--- src/rtl/fdiv_pkg.sv ---
package fdiv_pkg;
    parameter int DIV_W = 12;

    localparam int A_N1_LSB = 0;
    localparam int A_N2_LSB = DIV_W;
    localparam int A_DUAL   = 28;
    localparam int A_OUTEN  = 30;
    localparam int A_INEN   = 31;
    localparam int B_M1_LSB = 0;
    localparam int B_M2_LSB = DIV_W;
    localparam int B_BYPASS = 24;

    typedef struct packed {
        logic [DIV_W-1:0] n1;
        logic [DIV_W-1:0] n2;
        logic [DIV_W-1:0] m1;
        logic [DIV_W-1:0] m2;
        logic             dual;
        logic             bypass;
    } cfg_t;

    typedef struct packed {
        logic [DIV_W-1:0] cnt;
        logic [DIV_W-1:0] rep;
        logic             phase;
    } ctr_t;

    typedef struct packed {
        logic tick;
        logic tog;
    } out_t;
endpackage

--- src/rtl/fdiv_cfg_latch.sv ---
module fdiv_cfg_latch
    import fdiv_pkg::*;
(
    input  logic        clk_i,
    input  logic        rst_ni,
    input  logic        run_i,
    input  logic [31:0] ctl_a_i,
    input  logic [31:0] ctl_b_i,
    output cfg_t        cfg_o
);
    cfg_t cfg_d, cfg_q;

    always_comb begin
        cfg_d = cfg_q;
        if (!run_i) begin
            cfg_d.n1     = ctl_a_i[A_N1_LSB +: DIV_W];
            cfg_d.n2     = ctl_a_i[A_N2_LSB +: DIV_W];
            cfg_d.m1     = ctl_b_i[B_M1_LSB +: DIV_W];
            cfg_d.m2     = ctl_b_i[B_M2_LSB +: DIV_W];
            cfg_d.dual   = ctl_a_i[A_DUAL];
            cfg_d.bypass = ctl_b_i[B_BYPASS];
        end
    end

    always_ff @(posedge clk_i or negedge rst_ni) begin
        if (!rst_ni) cfg_q <= '0;
        else         cfg_q <= cfg_d;
    end

    assign cfg_o = cfg_q;

    AST_CFG_FROZEN: assert property (@(posedge clk_i) disable iff (!rst_ni)
        run_i |=> $stable(cfg_q));
endmodule

--- src/rtl/fdiv_counter.sv ---
module fdiv_counter
    import fdiv_pkg::*;
(
    input  logic clk_i,
    input  logic rst_ni,
    input  logic run_i,
    input  cfg_t cfg_i,
    output logic wrap_o
);
    ctr_t ctr_d, ctr_q;
    logic [DIV_W-1:0] div_lim, rep_lim;
    logic wrap;

    always_comb begin
        ctr_d   = ctr_q;
        wrap    = 1'b0;
        div_lim = ctr_q.phase ? cfg_i.n2 : cfg_i.n1;
        rep_lim = ctr_q.phase ? cfg_i.m2 : cfg_i.m1;
        if (!run_i) begin
            ctr_d = '0;
        end else if (!cfg_i.bypass) begin
            if (ctr_q.cnt == div_lim) begin
                ctr_d.cnt = '0;
                wrap      = 1'b1;
                if (ctr_q.rep == rep_lim) begin
                    ctr_d.rep   = '0;
                    ctr_d.phase = cfg_i.dual ? ~ctr_q.phase : 1'b0;
                end else begin
                    ctr_d.rep = ctr_q.rep + 1'b1;
                end
            end else begin
                ctr_d.cnt = ctr_q.cnt + 1'b1;
            end
        end
    end

    always_ff @(posedge clk_i or negedge rst_ni) begin
        if (!rst_ni) ctr_q <= '0;
        else         ctr_q <= ctr_d;
    end

    assign wrap_o = wrap;

    AST_CNT_IN_RANGE: assert property (@(posedge clk_i) disable iff (!rst_ni)
        ctr_q.cnt <= div_lim && ctr_q.rep <= rep_lim);
    AST_SINGLE_STAYS_FIRST: assert property (@(posedge clk_i) disable iff (!rst_ni)
        !cfg_i.dual |-> !ctr_q.phase);
    AST_IDLE_RESTARTS: assert property (@(posedge clk_i) disable iff (!rst_ni)
        !run_i |=> (ctr_q == '0));
endmodule

--- src/rtl/fdiv_outstage.sv ---
module fdiv_outstage
    import fdiv_pkg::*;
(
    input  logic clk_i,
    input  logic rst_ni,
    input  logic run_i,
    input  logic pulse_i,
    input  logic oen_i,
    output logic tick_raw_o,
    output logic tick_o,
    output logic clk_o
);
    out_t out_d, out_q;

    always_comb begin
        out_d.tick = run_i & pulse_i;
        out_d.tog  = run_i ? (out_q.tog ^ pulse_i) : 1'b0;
    end

    always_ff @(posedge clk_i or negedge rst_ni) begin
        if (!rst_ni) out_q <= '0;
        else         out_q <= out_d;
    end

    assign tick_raw_o = out_q.tick;
    assign tick_o     = out_q.tick & oen_i;
    assign clk_o      = out_q.tog & oen_i;

    AST_TOGGLE_ON_TICK: assert property (@(posedge clk_i) disable iff (!rst_ni)
        run_i && $past(run_i) && (out_q.tog != $past(out_q.tog)) |-> out_q.tick);
    AST_QUIET_WHEN_OFF: assert property (@(posedge clk_i) disable iff (!rst_ni)
        !run_i |=> !out_q.tick && !out_q.tog);
endmodule

--- src/rtl/frac_clkdiv.sv ---
module frac_clkdiv
    import fdiv_pkg::*;
(
    input  logic        clk_i,
    input  logic        rst_ni,
    input  logic [31:0] ctl_a_i,
    input  logic [31:0] ctl_b_i,
    output logic        tick_o,
    output logic        clk_o,
    output logic        enabled_o
);
    logic run, oen, wrap, pulse, tick_raw;
    cfg_t cfg;

    assign run       = ctl_a_i[A_INEN];
    assign oen       = ctl_a_i[A_OUTEN];
    assign enabled_o = run | oen;

    fdiv_cfg_latch u_cfg (
        .clk_i  (clk_i),
        .rst_ni (rst_ni),
        .run_i  (run),
        .ctl_a_i(ctl_a_i),
        .ctl_b_i(ctl_b_i),
        .cfg_o  (cfg)
    );

    fdiv_counter u_ctr (
        .clk_i  (clk_i),
        .rst_ni (rst_ni),
        .run_i  (run),
        .cfg_i  (cfg),
        .wrap_o (wrap)
    );

    assign pulse = cfg.bypass | wrap;

    fdiv_outstage u_out (
        .clk_i     (clk_i),
        .rst_ni    (rst_ni),
        .run_i     (run),
        .pulse_i   (pulse),
        .oen_i     (oen),
        .tick_raw_o(tick_raw),
        .tick_o    (tick_o),
        .clk_o     (clk_o)
    );

    AST_BYPASS_EVERY_CYCLE: assert property (@(posedge clk_i) disable iff (!rst_ni)
        run && cfg.bypass |=> tick_raw);
endmodule

--- config.mk ---
export PLATFORM = sky130hd
export DESIGN_NAME = frac_clkdiv
export DESIGN_NICKNAME = d
export VERILOG_FILES = /design/src/rtl/fdiv_pkg.sv /design/src/rtl/fdiv_cfg_latch.sv /design/src/rtl/fdiv_counter.sv /design/src/rtl/fdiv_outstage.sv /design/src/rtl/frac_clkdiv.sv
export SDC_FILE = /design/constraint.sdc
export NUM_CORES = 1
export LEC_CHECK = 0
export BUFFER_PORTS_ARGS = -buffer_cell sky130_fd_sc_hd__buf_2
export CELL_PAD_IN_SITES_DETAIL_PLACEMENT = 1
export CELL_PAD_IN_SITES_GLOBAL_PLACEMENT = 1
export CORE_UTILIZATION = 48
export CTS_CLUSTER_SIZE = 12
export DETAILED_ROUTE_END_ITERATION = 7
export GPL_TIMING_DRIVEN = 0
export PLACE_DENSITY_LB_ADDON = 0.1
export SLEW_MARGIN = 20
export SYNTH_ARGS = -nofsm -noshare
export SYNTH_HDL_FRONTEND = slang
export SYNTH_SLANG_ARGS = --single-unit
--- constraint.sdc ---
create_clock -name clk_i -period 3.8 [get_ports clk_i]
set_input_delay 0.38 -clock clk_i [delete_from_list [all_inputs] [get_ports clk_i]]
set_output_delay 0.38 -clock clk_i [all_outputs]
set_load 0.05 [all_outputs]
# == Word-level counts from Yosys, hierarchy flattened ==
# Cells that the tools add are included.
# op_classes
n_addsub,2
n_eq_ne,5
mux,13
bitwise,7
n_reduce_logical,2
# op_table
cell,count
$mux W25,2
$mux W12,4
$add A12 B1 Y12 const B,2
$eq A12 B12 Y1,2
$mux W13,1
$mux W1,6
$ne A2 B1 Y1 const B,2
$and A1 B1 Y1,3
$reduce_and A3 Y1,1
$ne A2 B2 Y1 const B,1
$or A1 B1 Y1,2
$reduce_and A2 Y1,1
$not A1 Y1,1
$xor A1 B1 Y1,1
# totals
ff_bits,77
output_inout_bits,3
wordCells,40

# == Depth between registers and ports, before layout ==
# Gate-level depths: netlist of run 1.
# depth
ltp_word,8
mapped_depth,10
depth_no_buf,7

# == By module ==
# From an unflattened synthesis of run 1, not the netlist that was laid out.
# hier_totals
hier_cells,323
hier_area_um2,4125.2
# by_module_without_submodules
module,n_inst,cells_each,area_per_inst_um2,seq_area_each_um2
fdiv_cfg_latch,1,106,2113.3,1251.2
fdiv_counter,1,208,1914.3,625.6
fdiv_outstage,1,7,85.1,50.0
frac_clkdiv,1,2,12.5,0.0

# == Worst setup path before layout of run 1 ==
# Ideal clock, no wire load.
# synth_timing
path_type,reg2reg
start,register u_ctr.ctr_q[0] in the netlist's numbering
end,register u_ctr.ctr_q[0] in the netlist's numbering
setup_time_ps,122
arrival_ps,2280
t_required_ps,3678
slack_ps,1398
stages_incl_launch_ff,9
cell_sequence,dfrtp_1 -> buf_6 -> buf_8 -> mux2i_1 -> xor2_1 -> nand4_1 -> or4_4 -> or4_4 -> mux2i_1
# synth_via
elab_chain_len,6
# synth_rtl
element,line,source
start: declaration,fdiv_counter.sv:10,"ctr_t ctr_d, ctr_q;"
start signal: assignment,fdiv_counter.sv:39,else ctr_q <= ctr_d;
"parallel branches: the longest is 6 deep, another holds $mux W12",-,
# Several ways; the timed one is not identified. The select of a mux whose other input is x is not followed.
# A chain may end at the register's enable or synchronous reset.

# == Worst setup path after layout of run 1 ==
# layout_timing
start,register u_ctr.ctr_q[0] in the netlist's numbering
end,register u_ctr.ctr_q[19] in the netlist's numbering
# layout_via
elab_chain_len,5
# layout_rtl
element,line,source
$mux W12,fdiv_counter.sv:17,div_lim = ctr_q.phase ? cfg_i.n2 : cfg_i.n1;
$eq A12 B12 Y1,fdiv_counter.sv:22,if (ctr_q.cnt == div_lim) begin
$mux W12,fdiv_counter.sv:22,
$mux W25,fdiv_counter.sv:21,end else if (!cfg_i.bypass) begin
$mux W25,fdiv_counter.sv:19,if (!run_i) begin
# No other way between the ends. The select of a mux whose other input is x is not followed.

==> metrics.txt, run 1 <==
max incr delay on CP 500 ps; min Tclk post-route 2930 ps; Area Overhead vs Synth 16.4%; clock sinks 77; layout cell share with drive strength beyond 1 34.0%; number of synthesized flops with an enable pin 0; Critical Path AT 3160 ps; slowest CP cell o41ai_1; fraction of registers with async set/reset 100%; unrepaired setup endpoints after global routing false; Row Count 31; Worst-Skew Late Latency 350 ps; final hold viol count 0; FF+latch area 1930 um2; post-route DRC violation count 0; total number of yosys warnings 0; critical-path cell list buf_6 > buf_8 > mux2i_1 > xor2_1 > nand4_1 > o41ai_1 > clkbuf_1 > clkbuf_1 > nor2_1; final net count 442; measured slew at the worst slew-check pin 616 ps; DPL Wire Length 6.16 mm; Initial DRC Count 53; max-slew headroom at the worst pin 58.9%; critical path peak fanout 10; top cell type's share of synthesized area 51.6%; CTS Buffer Depth 2; worst min-delay path category primary input to register; Core ar. 7370 um2; Finish-stage setup viols 0; Syn Nets 374; Root Buffer clkbuf_8; Initial Util 50.6%; pwr dens 385 nW/um2; cts hold-fix bufs 1; sequential-to-total area share from yosys stat 51.6%; Total GRT Usage 22.7%; Top FF cell, synth dfrtp_1; Post-CTS Setup Repair Bufs 0; Post-Syn Area per Cell 12.2 um2; final wirelength 8.26 mm; WL per Instance 17.3 um; largest net degree at the start of global routing 50; fin crit share 77.2%; Yosys top cell by area dfrtp_1; critical path capture point type register; Mapped Area 3730 um2; die area 8130 um2; Fmax achieved 341 MHz; CP Class register to register; commonest cells in the netlist dfrtp_1, mux2_2, xor2_1; maximum VDD drop 0.212 mV; Max Cap Viol 0; Crit path required time 4020 ps; global-route wire length before repair 14.1 mm; width of the die 90.2 um; top-count cell post-synth dfrtp_1; vias in the first global route 2811; I/O pin cnt 69; final hold slack 256 ps; Setup TNS 0 ps; CTS buffer count 9; Port Buffers 55; Max Slew Vio Count 0; Die H 90.2 um; Synth Instances 306; R2R Setup Slk 870 ps; Congestion Overflow GR 0; Vias/cell 5.33; antenna violations before repair 0; Unique masters post-synth 30; Filler cells 808; antenna viol nets, final 0; n_diodes 0; Critical Path Source Type register; CTS tree yes; area taken by multi-input logic gates 1720 um2; fin util 58.9%; top cells by area, synth dfrtp_1, mux2_2, mux2i_1; CP most frequent cell clkbuf_1; status finished clean; Vias 2548; Placer Congestion 0.737; total power 1.67 mW; post-synthesis register bit count 77; CTS clock-pin slew for the worst setup and hold paths 90 ps; post-cts sizing count 0; clk_skew 9.01 ps; leakage power 1.94 nW; H-tree lvl count 3; First-pass DRT Iterations 4
## layer usage
layer	global-route usage (%)	routed length [um]
met5	0	0
met2	36.5	3880
met3	5.08	252
met1	30.6	4000
met4	7.12	125
## layout by cell type (no fill, tap or decap), types with 2 or more instances in the layout
cell        instances
ha_1                2
nor3_1              3
nor2b_1             6
inv_1               4
nand2_1            12
a22o_1             10
mux2_2             50
mux2i_1            25
nand4_1             8
xor2_1             26
o21ai_0            13
dfrtp_1            77
nand3_1             4
xnor2_1             9
and3_1              7
and2_1              7
nor2_1             17
inv_6               2
clkinvlp_4          2
clkbuf_1           11
clkbuf_8            9
o31ai_1             3
or4_4               2
buf_2              56
## per-stage QoR
step           area (um2)  instances  setup slack, ps
6_report             4340        478              865
5_1_grt              4340        478              644
4_1_cts              4340        478              833
3_5_place_dp         4160        461              878
3_3_place_gp         4130        460              877
2_1_floorplan        3730        306             1400
## flip-flops by register name, summed over array words and instances (netlist names)
signal            flops
u_cfg.cfg_o          50
u_ctr.ctr_q          25
u_out.out_q           1
u_out.tick_raw_o      1
## critical path: cells and delay by family, from the launching register on
| kind | cells | cell delay [ps] |
|---|---|---|
| buffers and inverters | 4 | 1100 |
| and+or+nand+nor | 2 | 260 |
| xor gates and xnor gates | 1 | 230 |
| DFF | 1 | 370 |
| AOI/OAI and AO/OA | 1 | 500 |
| muxes | 1 | 320 |
## report_power, final
group	switching [mW]	internal [mW]
logic	0.0994	0.102
registers	0.0357	0.876
clock network	0.315	0.242
## final cells by class
| type | count | area share, % |
|---|---|---|
| plain buffers | 14 | 1.70 |
| clock inverters | 6 | 1.07 |
| well taps | 99 | 2.85 |
| repair buffers | 57 | 7.26 |
| clock buffers | 10 | 2.94 |
| multi-input cells | 211 | 39.5 |
| inverters | 4 | 0.346 |
| flip-flops and latches | 77 | 44.4 |
## cell families after synthesis
| group | count (synthesis) | share of synthesized area, % |
|---|---|---|
| compound gates | 27 | 4.93 |
| xor+xnor | 35 | 8.22 |
| fa+ha+maj | 2 | 0.671 |
| buf+inv | 18 | 2.38 |
| flops | 77 | 51.6 |
| mux | 75 | 21.8 |
| simple gates | 72 | 10.4 |
## worst paths after layout
check | start | endpoint | cells after the start
min reg2reg | u_cfg.cfg_o[30] | u_cfg.cfg_o[30] | 1
min | ctl_a_i[15] | u_cfg.cfg_o[29] | 2
max | u_ctr.ctr_q[0] | u_ctr.ctr_q[19] | 9
max in group asynchronous | rst_ni | u_cfg.cfg_o[30] | 3
min in group asynchronous | rst_ni | u_cfg.cfg_o[32] | 2
max reg2reg | u_ctr.ctr_q[0] | u_ctr.ctr_q[19] | 9
Note: power is estimated with default switching activity, not from simulation.
==> run 2, diff against run 1 <==
Settings changed: CORE_UTILIZATION 48 to 44.
Clock period 3.8 ns to 2.8 ns, I/O delays scaled along.
==> run 2 against run 1 <==
Compared with the run above:
- clock skew decreased by 2.4 ps
- fmax grew 9.5%
- clock-buffer cell count is the same
- design area rose by 1.0%
- final cell count increased by 1.3%
- global-route usage is 2.1 points lower
- combinational power rose by 37%
- hold slack worse by 100 ps
- largest power group unchanged
==> metrics.txt, run 2 (synthesized netlist as in run 1, its figures left out) <==
Area Overhead vs Synth 17.6%; clock sinks 77; First-pass DRT Iterations 4; Root Buffer clkbuf_8; Post-CTS Setup Repair Bufs 0; total power 2.35 mW; Crit path required time 3040 ps; Worst-Skew Late Latency 350 ps; antenna violations before repair 0; global-route wire length before repair 13.5 mm; Initial Util 45.4%; CTS Buffer Depth 2; n_diodes 0; layout cell share with drive strength beyond 1 35.6%; leakage power 1.96 nW; Critical Path Source Type register; Max Cap Viol 0; CTS clock-pin slew for the worst setup and hold paths 80 ps; width of the die 94.1 um; Vias/cell 5.26; CTS tree yes; fin crit share 95.7%; Critical Path AT 2920 ps; I/O pin cnt 69; critical path peak fanout 10; maximum VDD drop 0.263 mV; Port Buffers 55; largest net degree at the start of global routing 45; final net count 442; status finished clean; post-route DRC violation count 0; fin util 53.4%; Row Count 33; final hold viol count 0; pwr dens 536 nW/um2; vias in the first global route 2648; min Tclk post-route 2680 ps; H-tree lvl count 3; Max Slew Vio Count 0; Finish-stage setup viols 0; Initial DRC Count 57; Total GRT Usage 20.6%; critical path capture point type register; Fmax achieved 373 MHz; clk_skew 6.59 ps; die area 8850 um2; unrepaired setup endpoints after global routing false; final hold slack 151 ps; max-slew headroom at the worst pin 57.3%; CTS buffer count 9; most common cell after layout, fill and taps aside dfrtp_1; CP Class register to register; final wirelength 8.09 mm; Largest register FFs 50; Placer Congestion 0.730; Die H 94.1 um; Core ar. 8220 um2; antenna viol nets, final 0; measured slew at the worst slew-check pin 641 ps; Congestion Overflow GR 0; worst min-delay path category primary input to register; DPL Wire Length 5.93 mm; WL per Instance 16.7 um; most frequent cells in the layout dfrtp_1, buf_2, mux2_2; Vias 2545
-- run 2: changes by cell type in the layout (fill, tap and decap cells not counted), moves of 2 or more --
cell	previous run	this run
mux2i_2	0	2
inv_6	2	0
clkbuf_2	0	3
clkbuf_1	11	8
mux2i_1	25	23
-- run 2: path summary, 6_finish.rpt --
path | slack (ps) | start | endpoint | depth (start not counted)
min in group asynchronous | 420 | rst_ni | u_ctr.ctr_q[9] | 2
min | 150 | ctl_a_i[15] | u_cfg.cfg_o[29] | 2
max reg2reg | 120 | u_ctr.ctr_q[0] | u_ctr.ctr_q[0] | 8
min reg2reg | 510 | u_cfg.cfg_o[6] | u_cfg.cfg_o[6] | 1
max | 120 | u_ctr.ctr_q[0] | u_ctr.ctr_q[0] | 8
max in group asynchronous | 1800 | rst_ni | u_cfg.cfg_o[39] | 3
-- run 2: metal layers --
| layer | global-route usage, % | part of all wire [%] | vias to the layer above |
|---|---|---|---|
| li1 | - | - | 1210 |
| met1 | 29.2 | 50 | 1279 |
| met2 | 31.1 | 46 | 46 |
| met3 | 3.48 | 2.8 | 10 |
| met4 | 8.59 | 1.5 | 0 |
| met5 | 0 | 0 | - |
-- run 2: what timing repair did --
item / 4_1_cts / 5_1_grt
hold buffers: 1 / 0
setup endpoints to repair: 11 / 21
resized for setup: 2 / 7
hold endpoints to repair: 33 / 0
pin swaps: 0 / 0
-- run 2: cell type report --
cell class              instances  area [um2]
fillers                       912        3830
flip-flops and latches         77        1930
multi-input cells             211        1730
repair buffers                 57         315
well taps                     105         131
clock buffers                  10         128
plain buffers                  14        80.1
clock inverters                 6        63.8
inverters                       4        15.0
-- run 2: worst max-delay path, cell delays in order (launching register included) --
cell,delay (ps)
dfrtp_1,350
buf_6,160
buf_8,170
mux2i_2,300
xor2_1,180
nand4_1,170
or4_4,540
or4_4,550
mux2i_1,130
-- run 2: stage by stage --
stage | TNS [ps] | cells | setup WS, ps | area (um2)
final | 0 | 484 | 119 | 4390
after floorplan | 0 | 306 | 398 | 3730
after CTS | 0 | 484 | 40.0 | 4370
after global routing | 0 | 484 | 13.1 | 4390
after detailed placement | -498 | 467 | -57.7 | 4170
after global placement | -849 | 466 | -94.1 | 4140
-- run 2: power breakdown --
part / switching (mW) / internal, mW / leakage (nW)
logic: 0.135 / 0.141 / 0.910
registers: 0.0459 / 1.19 / 0.959
clock network: 0.432 / 0.411 / 0.0923
